File: src/rtl/hbd_pkg.sv
package hbd_pkg;

  typedef enum logic {
    STYLE_SPLIT = 1'b0,
    STYLE_DIRDS = 1'b1
  } strobe_style_e;

  typedef enum logic {
    BUS_MUX    = 1'b0,
    BUS_DIRECT = 1'b1
  } bus_style_e;

  localparam strobe_style_e STROBE_AT_RESET = STYLE_SPLIT;
  localparam bus_style_e    BUS_AT_RESET    = BUS_MUX;

  typedef struct packed {
    logic rd;
    logic wr;
  } access_t;

  // Both host control pins low together only happens for a direction+strobe write.
  function automatic logic pins_both_low(input logic pin_a_n, input logic pin_b_n);
    return (!pin_a_n) && (!pin_b_n);
  endfunction

  // Classify one sampled pin pair as read, write or idle under a given strobe style.
  function automatic access_t classify(input strobe_style_e style,
                                       input logic pin_a_n,
                                       input logic pin_b_n);
    access_t acc;
    acc = '0;
    if (style == STYLE_DIRDS) begin
      acc.rd = !pin_b_n && pin_a_n;
      acc.wr = !pin_b_n && !pin_a_n;
    end else begin
      acc.rd = !pin_a_n && pin_b_n;
      acc.wr = !pin_b_n && pin_a_n;
    end
    return acc;
  endfunction

endpackage

File: src/rtl/hbd_strobe_detect.sv
module hbd_strobe_detect
  import hbd_pkg::*;
(
  input  logic          clk,
  input  logic          rst_n,
  input  logic          freeze,
  input  logic          pin_a_n,
  input  logic          pin_b_n,
  output logic          both_low,
  output strobe_style_e style_q,
  output strobe_style_e style_d
);

  assign both_low = pins_both_low(pin_a_n, pin_b_n);

  always_comb begin
    style_d = style_q;
    if (!freeze && both_low) style_d = STYLE_DIRDS;
  end

  always_ff @(posedge clk or negedge rst_n) begin
    if (!rst_n) style_q <= STROBE_AT_RESET;
    else        style_q <= style_d;
  end

endmodule

File: src/rtl/hbd_access_decode.sv
module hbd_access_decode
  import hbd_pkg::*;
(
  input  strobe_style_e style,
  input  logic          sel_n,
  input  logic          pin_a_n,
  input  logic          pin_b_n,
  input  logic          a0,
  output logic          evt_rd,
  output logic          evt_wr,
  output logic          evt_odd_rd,
  output logic          evt_odd_wr,
  output logic          evt_dev_rd
);

  access_t acc;

  assign acc        = classify(style, pin_a_n, pin_b_n);
  assign evt_rd     = acc.rd;
  assign evt_wr     = acc.wr;
  assign evt_odd_rd = acc.rd && a0;
  assign evt_odd_wr = acc.wr && a0;
  assign evt_dev_rd = acc.rd && !sel_n;

endmodule

File: src/rtl/hbd_bus_detect.sv
module hbd_bus_detect
  import hbd_pkg::*;
(
  input  logic       clk,
  input  logic       rst_n,
  input  logic       freeze,
  input  logic       evt_odd_wr,
  input  logic       evt_odd_rd,
  output logic       odd_wr_seen,
  output logic       evt_bus_set,
  output bus_style_e bus_q
);

  assign evt_bus_set = !freeze && odd_wr_seen && evt_odd_rd;

  always_ff @(posedge clk or negedge rst_n) begin
    if (!rst_n) begin
      odd_wr_seen <= 1'b0;
      bus_q       <= BUS_AT_RESET;
    end else if (!freeze) begin
      if (evt_odd_wr)  odd_wr_seen <= 1'b1;
      if (evt_bus_set) bus_q       <= BUS_DIRECT;
    end
  end

endmodule

File: src/rtl/hbd_lock_unit.sv
module hbd_lock_unit (
  input  logic clk,
  input  logic rst_n,
  input  logic evt_dev_rd,
  output logic evt_lock,
  output logic locked_q
);

  assign evt_lock = !locked_q && evt_dev_rd;

  always_ff @(posedge clk or negedge rst_n) begin
    if (!rst_n)        locked_q <= 1'b0;
    else if (evt_lock) locked_q <= 1'b1;
  end

endmodule

File: src/rtl/hbd_host_bus_detect.sv
module hbd_host_bus_detect
  import hbd_pkg::*;
(
  input  logic clk,
  input  logic rst_n,
  input  logic host_sel_n,
  input  logic strb_a_n,
  input  logic strb_b_n,
  input  logic addr_lsb,
  output logic ds_style,
  output logic direct_bus,
  output logic modes_locked
);

  strobe_style_e style_q;
  strobe_style_e style_d;
  bus_style_e    bus_q;
  logic          both_low;
  logic          evt_rd;
  logic          evt_wr;
  logic          evt_odd_rd;
  logic          evt_odd_wr;
  logic          evt_dev_rd;
  logic          evt_bus_set;
  logic          evt_lock;
  logic          odd_wr_seen;
  logic          locked_q;
  logic          access_clash;

  hbd_strobe_detect u_strobe (
    .clk      (clk),
    .rst_n    (rst_n),
    .freeze   (locked_q),
    .pin_a_n  (strb_a_n),
    .pin_b_n  (strb_b_n),
    .both_low (both_low),
    .style_q  (style_q),
    .style_d  (style_d)
  );

  // The decoder sees the style decided on this very edge, so a first
  // direction+strobe write already counts as a write.
  hbd_access_decode u_decode (
    .style      (style_d),
    .sel_n      (host_sel_n),
    .pin_a_n    (strb_a_n),
    .pin_b_n    (strb_b_n),
    .a0         (addr_lsb),
    .evt_rd     (evt_rd),
    .evt_wr     (evt_wr),
    .evt_odd_rd (evt_odd_rd),
    .evt_odd_wr (evt_odd_wr),
    .evt_dev_rd (evt_dev_rd)
  );

  hbd_bus_detect u_bus (
    .clk         (clk),
    .rst_n       (rst_n),
    .freeze      (locked_q),
    .evt_odd_wr  (evt_odd_wr),
    .evt_odd_rd  (evt_odd_rd),
    .odd_wr_seen (odd_wr_seen),
    .evt_bus_set (evt_bus_set),
    .bus_q       (bus_q)
  );

  hbd_lock_unit u_lock (
    .clk        (clk),
    .rst_n      (rst_n),
    .evt_dev_rd (evt_dev_rd),
    .evt_lock   (evt_lock),
    .locked_q   (locked_q)
  );

  assign access_clash = evt_rd && evt_wr;

  assign ds_style     = (style_q == STYLE_DIRDS);
  assign direct_bus   = (bus_q == BUS_DIRECT);
  assign modes_locked = locked_q;

endmodule

File: config.mk
export PLATFORM = sky130hd
export DESIGN_NAME = hbd_host_bus_detect
export DESIGN_NICKNAME = d
export VERILOG_FILES = /design/src/rtl/hbd_pkg.sv /design/src/rtl/hbd_strobe_detect.sv /design/src/rtl/hbd_access_decode.sv /design/src/rtl/hbd_bus_detect.sv /design/src/rtl/hbd_lock_unit.sv /design/src/rtl/hbd_host_bus_detect.sv
export SDC_FILE = /design/constraint.sdc
export NUM_CORES = 1
export LEC_CHECK = 0
export ABC_AREA = 1
export BUFFER_PORTS_ARGS = -buffer_cell sky130_fd_sc_hd__buf_2
export CORE_AREA = 2 2 39 41
export DETAILED_ROUTE_END_ITERATION = 8
export DIE_AREA = 0 0 41 43
export PLACE_DENSITY = 0.3
export SYNTH_ARGS = -nofsm -noshare
export SYNTH_HDL_FRONTEND = slang
export SYNTH_SLANG_ARGS = --single-unit
File: constraint.sdc
create_clock -name clk -period 1.2 [get_ports clk]
set_input_delay 0.12 -clock clk [delete_from_list [all_inputs] [get_ports clk]]
set_output_delay 0.12 -clock clk [all_outputs]
set_load 0.005 [all_outputs]
After elaboration in Yosys (flattened, before gate mapping)
Cells that the tools add are included.

word-level totals
  bits in registers = 4
  input bits = 6
  output and inout bits = 3
  word-level logic and storage cells = 23

cells by class
  multiplexer cells = 2
  bitwise gates (word level) = 1
  reductions and logical operators = 16

operators by type and width
  kind                 number
  1-bit logical AND    10
  1-bit logical NOT    4
  2-bit AND reduction  2
  2-bit two-way mux    1
  1-bit two-way mux    1
  1-bit inverter       1

Logic depth before layout (Yosys ltp)
Gate-level depths: netlist of run 1.

  depth after elaboration = 8
  gate-level depth with buffers = 5
  mapped depth without buffers = 5

Hierarchy
Synthesis of run 1 repeated with hierarchy kept, for this count alone.

second synthesis, totals
  cells, all modules = 33
  area total of the unflattened synthesis = 222.7 µm²

by module, submodules not included
  module             instances  cells an instance  area an instance (µm²)
  hbd_bus_detect     1          10                 86.3
  hbd_access_decode  1          12                 50.0
  hbd_strobe_detect  1          6                  46.3
  hbd_lock_unit      1          5                  40.0

Least setup slack after synthesis of run 1
OpenSTA, ideal clock, no wires.

  path kind = register to register
  from = register u_strobe.style_q
  to = register u_bus.odd_wr_seen
  arrival = 0.661 ns
  slack = 0.423 ns
  cell stages (with the launch flop) = 5
  buffers on the path = 0
  path through = dfrtp_1 > inv_1 > nand3_1 > nand2_1 > nand2_1

on the way
  word-level cells in the longest chain between the ends = 4

ends and longest elaborated chain
  item                                  line                     source
  start: declaration                    hbd_strobe_detect.sv:10  output strobe_style_e style_q,
  start signal: assignment              hbd_strobe_detect.sv:23  else style_q <= style_d;
  1-bit two-way mux                     hbd_strobe_detect.sv:18  if (!freeze && both_low) style_d = STYLE_DIRDS;
  2-bit two-way mux                     hbd_pkg.sv:32            if (style == STYLE_DIRDS) begin
  1-bit logical AND                     hbd_access_decode.sv:22  assign evt_odd_wr = acc.wr && a0;
  2-bit AND reduction (no source line)  n/a
  end signal: assignment                hbd_bus_detect.sv:18     odd_wr_seen <= 1'b0;
  end signal: assignment                hbd_bus_detect.sv:21     if (evt_odd_wr) odd_wr_seen <= 1'b1;
  end: declaration                      hbd_bus_detect.sv:9      output logic odd_wr_seen,

No other way between the ends.
A chain may end at the register's enable or synchronous reset.

Worst setup path in the final report of run 1
  from = register u_strobe.style_q
  to = output port ds_style

RTL lines
  item              line                       source
  end: declaration  hbd_host_bus_detect.sv:10  output logic ds_style,

No word-level cell between the ends.

==> results.json, run 1 <==
{
  "status": "finished, final reports clean",
  "grt_pass1_wl_um": 752,
  "synth.avg_cell_area_um2": 7.02,
  "grt_use_total_pct": 7.04,
  "internal_power_mw": 0.258,
  "rows": 14,
  "vias": 196,
  "grt_max_degree": 5,
  "initialDrtViolationCount": 2,
  "drive_gt1_share_pct": 30.0,
  "slew_viol_final": 0,
  "crit_path_end_kind": "output port",
  "fin_cells": 56,
  "clk_pin_slew_worst_paths_ps": 40,
  "cts-buffers-inserted": 3,
  "finalCriticalPeriod_ps": 854,
  "reg2reg_slack_ps": 390,
  "grt_pass1_vias": 203,
  "hold_end": "u_lock.locked_q$_DFFE_PN0P_",
  "cts.sinks": 4,
  "ys_ff_latch": 4,
  "p_comb_share_pct": 6.7,
  "worst_slew_margin_rel_pct": 91.2,
  "cp_max_fo": 3,
  "worst-setup-path-type": "reg -> out",
  "ys_warn_count": 0,
  "synth_cell_types": 6,
  "leakage_nw": 0.151,
  "cp.arrival_ps": 730,
  "initial_core_util_pct": 14.2,
  "crit_path_top_delay_cell": "dfrtp_1",
  "fp.coreArea_mm2": 0.00138,
  "place.gp.congestion": 0.672,
  "top_level_ports": 9,
  "cts_root_buf": "clkbuf_4",
  "synth_top_area_cell": "dfrtp_1",
  "fin_nets": 48,
  "grt_setup_unrepaired": "false",
  "switching_share_pct": 20.0,
  "cp_num_buf_inv": 1,
  "synth.net_count": 34,
  "yosysSeqAreaShare_pct": 51.0,
  "final_core_util_pct": 20.9,
  "hold_path_class": "in -> reg",
  "drt-pass1-iter-count": 2,
  "routed_wl_um": 451,
  "vias_per_cell": 3.50,
  "synthTopCellsByCount": "nand2_1 (11), inv_1 (6), nor2_1 (5), dfrtp_1 (4)",
  "cap_viol_max_count": 0,
  "startpoint_type": "flip-flop",
  "hpwl_um": 354,
  "setup_tns_ps": 0,
  "r2r-end": "u_bus.odd_wr_seen$_DFFE_PN0P_",
  "vdd_drop_max_mv": 0.344,
  "synth.most_common_cell": "nand2_1",
  "powerDensity_mw_per_mm2": 1120,
  "synthCells": 28,
  "hold_path.startpoint": "host_sel_n",
  "post_drt_wl_per_cell_um": 8.05,
  "synth_edf_count": 0,
  "htree_levels": 1,
  "die_y_um": 43,
  "grt_overflow": 0,
  "r2r_start": "u_strobe.style_q$_DFF_PN0_",
  "clock_latency_ps": 230,
  "antenna_found_initial": 0,
  "cts_tree": "built",
  "fmax_ghz": 1.17,
  "drt.antenna.violating_nets": 0,
  "p_seq_share_pct": 42.1,
  "area_growth_pct": 47.1,
  "power_frac_clock_pct": 51.3,
  "crit_required_ps": 1080,
  "clockBufferDepth": 2,
  "netlist_area_um2": 196,
  "worstHoldPathCells": 4,
  "yosys-top-cells-area": "dfrtp_1 (51%), nand2_1 (21%), inv_1 (11%)",
  "ff2ff_path_depth": 4,
  "port_buffers": 8,
  "path_cells": "buf_2",
  "hold_viol_final": 0,
  "placedCellCount": 52,
  "drc": 0,
  "die_w_um": 41,
  "setup_viol": 0,
  "synthArstFlopShare_pct": 100,
  "slowest_delay_ps": 370,
  "finalClockSkew_ps": 3.64,
  "finalCritPeriodShare_pct": 71.2,
  "cp_top_family": "flip-flops",
  "p_sw_mw": 0.0645,
  "worstMarginPinSlew_ps": 132,
  "synth_top_area_share_pct": 51.0,
  "ys.flop_type": "dfrtp_1",
  "antenna_cells": 0,
  "die_area_mm2": 0.00176
}
-- final cells by class --
class	count	area, um2
Fill cell	169	1090
Tap cell	16	20.0
Clock buffer	3	22.5
Inverter	6	22.5
Sequential cell	4	100
Timing Repair Buffer	9	50.0
Multi-Input combinational cell	18	73.8
-- power by group through the flow --
stage | clock network [mW] | logic (mW) | registers, mW
floorplan | 0 | 0.00637 | 0.137
global placement | 0 | 0.0191 | 0.137
detailed placement | 0 | 0.0195 | 0.137
CTS | 0.178 | 0.0220 | 0.136
global route | 0.184 | 0.0246 | 0.135
finish | 0.165 | 0.0215 | 0.136
-- flip-flops by register name, summed over array words and instances, names as in the netlist --
| register | cells |
|---|---|
| u_strobe.style_q | 1 |
| u_lock.locked_q | 1 |
| u_bus.bus_q | 1 |
| u_bus.odd_wr_seen | 1 |
-- cells in the final DEF, fill, tap and decap left out, drive strengths merged --
cell	count
buf	8
inv	6
dfrtp	4
clkbuf	3
dlygate4sd3	1
o21ai	1
nor2	5
nand2	11
nand3	1
-- metal layers --
metal | part of all wire (%) | GRT usage [%] | vias to the layer above
met1 | 48 | 8.41 | 85
li1 | - | - | 105
met2 | 41 | 8.13 | 6
met5 | 0 | 0 | -
met4 | 0 | 8.00 | 0
met3 | 10 | 3.14 | 0
-- worst max path at each step --
stage	from	end	slack (ps)	depth (start not counted)
final	u_strobe.style_q$_DFF_PN0_	ds_style	350	1
after global routing	u_strobe.style_q$_DFF_PN0_	u_lock.locked_q$_DFFE_PN0P_	290	5
after CTS	u_strobe.style_q$_DFF_PN0_	ds_style	330	1
after detailed placement	u_strobe.style_q$_DFF_PN0_	u_bus.odd_wr_seen$_DFFE_PN0P_	380	4
after global placement	u_strobe.style_q$_DFF_PN0_	u_bus.odd_wr_seen$_DFFE_PN0P_	390	4
after floorplan	u_strobe.style_q$_DFF_PN0_	u_bus.odd_wr_seen$_DFFE_PN0P_	420	4
-- repair_timing --
item,in CTS,in global routing
hold buffers,1,0
hold endpoints to repair,4,0
buffers inserted,0,0
gates resized for setup,0,0
-- through the flow --
stage / hold WS, ps / total power, mW / setup WS (ps) / instance area [um2]
2_1_floorplan: -176 / 0.144 / 423 / 196
3_3_place_gp: -65.1 / 0.156 / 393 / 256
3_5_place_dp: -61.5 / 0.157 / 384 / 256
4_1_cts: 126 / 0.335 / 329 / 289
5_1_grt: 157 / 0.344 / 293 / 289
6_report: 131 / 0.323 / 346 / 289
-- kinds of logic after synthesis --
logic type / share of synthesized area [%]
AOI/OAI and AO/OA: 4.46
and+or+nand+nor: 33.1
DFF: 51.0
buffers and inverters: 11.5
Note: power is estimated with default switching activity, not from simulation.
==> run 2, diff against run 1 <==
==> constraint.sdc (replaced) <==
create_clock -name clk -period 0.8 [get_ports clk]
set_input_delay 0.08 -clock clk [delete_from_list [all_inputs] [get_ports clk]]
set_output_delay 0.08 -clock clk [all_outputs]
set_load 0.005 [all_outputs]
==> results.json, run 2 (synthesis results as in run 1) <==
{
  "status": "finished with violations",
  "violations": "setup timing",
  "final_core_util_pct": 21.4,
  "area_growth_pct": 51.0,
  "clockBufferDepth": 2,
  "finalCriticalPeriod_ps": 816,
  "clk_pin_slew_worst_paths_ps": 40,
  "grt_setup_unrepaired": "true",
  "finalInstanceArea_um2": 297,
  "cap_viol_max_count": 0,
  "slew_viol_final": 0,
  "drc": 0,
  "placedCellCount": 53,
  "cp_num_buf_inv": 1,
  "clock_latency_ps": 230,
  "drive_gt1_share_pct": 34.1,
  "cts.sinks": 4,
  "place.gp.congestion": 0.676,
  "slowest_delay_ps": 380,
  "hold_end": "u_lock.locked_q$_DFFE_PN0P_",
  "cts_root_buf": "clkbuf_4",
  "dp_worst_setup_slack_ps": -9.72,
  "hold_path.startpoint": "host_sel_n",
  "reg2reg_slack_ps": -10,
  "worst_slew_margin_rel_pct": 91.5,
  "post-cts-setup-buffer-count": 0,
  "post_drt_wl_per_cell_um": 7.25,
  "worstHoldPathCells": 4,
  "finalCritPeriodShare_pct": 102,
  "powerDensity_mw_per_mm2": 1620,
  "routed_wl_um": 413,
  "hold_path_class": "in -> reg",
  "drt.antenna.violating_nets": 0,
  "drt-pass1-iter-count": 1,
  "fin_nets": 49,
  "die_y_um": 43,
  "grt_pass1_wl_um": 752,
  "final_common_cell": "nand2_1",
  "antenna_found_initial": 0,
  "crit_path_top_delay_cell": "dfrtp_1",
  "fmax_ghz": 1.23,
  "hold_viol_final": 0,
  "cp-startpoint": "u_lock.locked_q$_DFFE_PN0P_",
  "rows": 14,
  "finalClockSkew_ps": 0.272,
  "leakage_nw": 0.155,
  "initialDrtViolationCount": 0,
  "cts_tree": "built",
  "placed_area_um2": 264,
  "vdd_drop_max_mv": 0.499,
  "grt_max_degree": 5,
  "grt_overflow": 0,
  "worst-setup-path-type": "reg -> out",
  "power_mw": 0.479,
  "crit_required_ps": 720,
  "path_cells": "buf_2",
  "vias_per_cell": 3.39,
  "die_area_mm2": 0.00176,
  "fin_cells": 57,
  "initial_core_util_pct": 14.2,
  "r2r_start": "u_strobe.style_q$_DFF_PN0_",
  "vias": 193,
  "crit_path_end_kind": "output port",
  "grt_pass1_vias": 198,
  "setup_viol": 4,
  "cp_top_family": "flip-flops",
  "cp_max_fo": 2,
  "fp.coreArea_mm2": 0.00138,
  "ff2ff_path_depth": 5,
  "top_level_ports": 9,
  "worstMarginPinSlew_ps": 127,
  "antenna_cells": 0,
  "port_buffers": 8,
  "timing.final.ws_setup_ps": -16.2,
  "startpoint_type": "flip-flop",
  "die_w_um": 41,
  "cts-buffers-inserted": 3,
  "htree_levels": 1,
  "cp.arrival_ps": 740,
  "r2r-end": "u_bus.odd_wr_seen$_DFFE_PN0P_",
  "layout_common_cells": "nand2_1 (11), buf_2 (8), nor2_1 (5), inv_1 (5), dfrtp_1 (4)",
  "grt_use_total_pct": 7.04,
  "hpwl_um": 347
}
==> run 2: cell types whose count changed in the layout (fill, tap and decap cells not counted), sizes merged <==
cell and delta:
buf +1
==> run 2: timing repair <==
item                                   4_1_cts  5_1_grt
hold buffers                                 1        0
resized for setup                            0        1
setup endpoints to repair                    6        7
endpoints found under the hold margin        4        0
cloned                                       0        0
pin swaps                                    1        0
==> run 2: layout make-up <==
class | instances | area [um2]
Clock buffer | 3 | 22.5
Fill cell | 169 | 1090
Timing Repair Buffer | 10 | 57.6
Multi-Input combinational cell | 18 | 73.8
Tap cell | 16 | 20.0
Sequential cell | 4 | 100
Inverter | 6 | 22.5
==> run 2: worst max path at each step <==
stage / to / slack (ps) / depth (start not counted)
2_1_floorplan: u_bus.odd_wr_seen$_DFFE_PN0P_ / 20 / 4
3_3_place_gp: u_bus.odd_wr_seen$_DFFE_PN0P_ / -20 / 4
3_5_place_dp: u_bus.bus_q$_DFFE_PN0P_ / -10 / 5
4_1_cts: ds_style / -30 / 1
5_1_grt: u_bus.bus_q$_DFFE_PN0P_ / -80 / 4
6_report: modes_locked / -20 / 1
==> run 2: power breakdown <==
part | switching, mW | total, mW | leakage, nW | internal [mW]
logic | 0.0160 | 0.0318 | 0.106 | 0.0159
clock network | 0.0764 | 0.244 | 0.0138 | 0.167
registers | 0 | 0.204 | 0.0350 | 0.204
total | 0.0923 | 0.479 | 0.155 | 0.387
==> run 2: metal layers <==
metal	part of all wire (%)	up-vias	track usage, %
met4	0	0	8.00
met3	13	0	3.66
li1	-	108	-
met5	0	-	0
met1	47	79	8.74
met2	40	6	7.50
==> run 2: per-stage QoR <==
stage	TNS, ps	hold slack, ps
finish	-35.5	89.3
global route	-404	119
CTS	-96.1	82.1
detailed placement	-14.5	-103
global placement	-30.4	-107
floorplan	0	-216
==> run 3, diff against run 2 <==
--- a/config.mk
+++ b/config.mk
@@ -6,10 +6,10 @@
 export NUM_CORES = 1
 export LEC_CHECK = 0
 export ABC_AREA = 1
-export BUFFER_PORTS_ARGS = -buffer_cell sky130_fd_sc_hd__buf_2
 export CORE_AREA = 2 2 39 41
 export DETAILED_ROUTE_END_ITERATION = 8
 export DIE_AREA = 0 0 41 43
+export DONT_BUFFER_PORTS = 1
 export PLACE_DENSITY = 0.3
 export SYNTH_ARGS = -nofsm -noshare
 export SYNTH_HDL_FRONTEND = slang
==> results.json, run 3 (synthesis results as in run 1) <==
{
  "rows": 14,
  "grt_use_total_pct": 7.85,
  "dp_worst_setup_slack_ps": -13.8,
  "cp_num_buf_inv": 2,
  "cts.sinks": 4,
  "regArea_um2": 100,
  "top_level_ports": 9,
  "p_sw_mw": 0.0981,
  "place.gp.congestion": 0.584,
  "cts-buffers-inserted": 3,
  "worstMarginPinSlew_ps": 198,
  "drive_gt1_share_pct": 35.0,
  "cap_viol_max_count": 0,
  "placedCellCount": 50,
  "crit_path_top_delay_cell": "dfrtp_1",
  "initial_core_util_pct": 14.2,
  "final_core_util_pct": 24.5,
  "drt.antenna.violating_nets": 0,
  "drt-pass1-iter-count": 1,
  "crit_required_ps": 720,
  "vias_per_cell": 3.52,
  "startpoint_type": "flip-flop",
  "slew_viol_final": 0,
  "placed_area_um2": 262,
  "clockBufferDepth": 2,
  "status": "finished with violations",
  "finalInstanceArea_um2": 339,
  "final_common_cell": "nand2_1",
  "crit_path_end_kind": "output port",
  "die_w_um": 41,
  "antenna_found_initial": 0,
  "grt_setup_unrepaired": "true",
  "powerDensity_mw_per_mm2": 1420,
  "port_buffers": 0,
  "switching_share_pct": 20.4,
  "clock_latency_ps": 230,
  "worst-setup-path-type": "reg -> out",
  "internal_power_mw": 0.383,
  "cp_max_fo": 2,
  "initialDrtViolationCount": 0,
  "die_area_mm2": 0.00176,
  "timing.final.ws_setup_ps": -129,
  "setup_viol": 6,
  "area_growth_pct": 72.6,
  "post_drt_wl_per_cell_um": 8.04,
  "grt_overflow": 0,
  "violations": "setup timing",
  "p_seq_share_pct": 42.3,
  "drc": 0,
  "p_comb_share_pct": 4.8,
  "finalCritPeriodShare_pct": 116,
  "clk_pin_slew_worst_paths_ps": 40,
  "slowest_delay_ps": 380,
  "vias": 197,
  "hold_viol_final": 0,
  "multi_input_area_um2": 83.8,
  "routed_wl_um": 450,
  "grt_pass1_wl_um": 834,
  "finalClockSkew_ps": 0.993,
  "grt_pass1_vias": 216,
  "finalCriticalPeriod_ps": 929,
  "fp.coreArea_mm2": 0.00138,
  "hpwl_um": 348,
  "vdd_drop_max_mv": 0.514,
  "fmax_ghz": 1.08,
  "power_mw": 0.481,
  "fin_cells": 56,
  "layout_common_cells": "nand2_1 (11), inv_1 (5), buf_6 (4), dfrtp_1 (4)",
  "leakage_nw": 0.166,
  "worst_slew_margin_rel_pct": 86.8,
  "path_cells": "buf_4 -> buf_6",
  "die_y_um": 43,
  "grt_max_degree": 5,
  "antenna_cells": 0,
  "fin_nets": 48,
  "htree_levels": 1,
  "fill_cells": 153,
  "power_frac_clock_pct": 53.0,
  "cts_root_buf": "clkbuf_4",
  "cp_top_family": "flip-flops",
  "cp.arrival_ps": 850,
  "hold_path_class": "in -> reg",
  "cts_tree": "built"
}
==> run 3: worst min-delay path, delay by kind of cell <==
family	cells	cell delay [ps]
AND/OR/NAND/NOR	3	150
==> run 3: worst paths after layout <==
| path | from | endpoint | slack (ps) | depth (start not counted) |
|---|---|---|---|---|
| setup / recovery | u_strobe.style_q$_DFF_PN0_ | ds_style | -130 | 2 |
| hold / removal | strb_b_n | u_strobe.style_q$_DFF_PN0_ | 40 | 3 |
| setup reg to reg | u_strobe.style_q$_DFF_PN0_ | u_bus.bus_q$_DFFE_PN0P_ | -90 | 6 |
| hold reg to reg | u_bus.odd_wr_seen$_DFFE_PN0P_ | u_bus.odd_wr_seen$_DFFE_PN0P_ | 450 | 2 |
| max in group asynchronous | rst_n | u_bus.odd_wr_seen$_DFFE_PN0P_ | 510 | 1 |
| min in group asynchronous | rst_n | u_lock.locked_q$_DFFE_PN0P_ | 120 | 1 |
==> run 3: routing by layer <==
| layer | global-route usage, % | vias up | share of wire [%] |
|---|---|---|---|
| met1 | 8.44 | 82 | 42 |
| met2 | 9.38 | 7 | 43 |
| li1 | - | 106 | - |
| met5 | 0 | - | 0 |
| met4 | 12.0 | 0 | 2.2 |
| met3 | 2.09 | 2 | 12 |
==> run 3: power by group through the flow <==
stage                     combinational [mW]  clock [mW]  sequential [mW]
after global routing                  0.0267       0.285            0.203
after detailed placement              0.0111           0            0.206
after floorplan                      0.00955           0            0.206
after CTS                             0.0223       0.272            0.203
after global placement                0.0111           0            0.206
final                                 0.0229       0.255            0.203
==> run 3: per-stage QoR <==
step | hold slack (ps) | setup TNS, ps
2_1_floorplan | -216 | 0
6_report | 42.6 | -484
3_5_place_dp | -215 | -21.7
4_1_cts | 27.3 | -542
5_1_grt | 68.4 | -799
3_3_place_gp | -215 | -32.3
==> run 3: cell type report <==
class / instances / area share, %
multi-input cells: 18 / 24.7
inverters: 6 / 7.38
well taps: 16 / 5.90
repair buffers: 9 / 25.8
flip-flops and latches: 4 / 29.5
clock buffers: 3 / 6.64
==> run 3: what timing repair did <==
action	4_1_cts	5_1_grt
resized for setup	5	4
pin swaps	2	4
hold buffers	2	0
buffers inserted	1	0
endpoints found under the setup margin	5	6
hold endpoints to repair	5	0
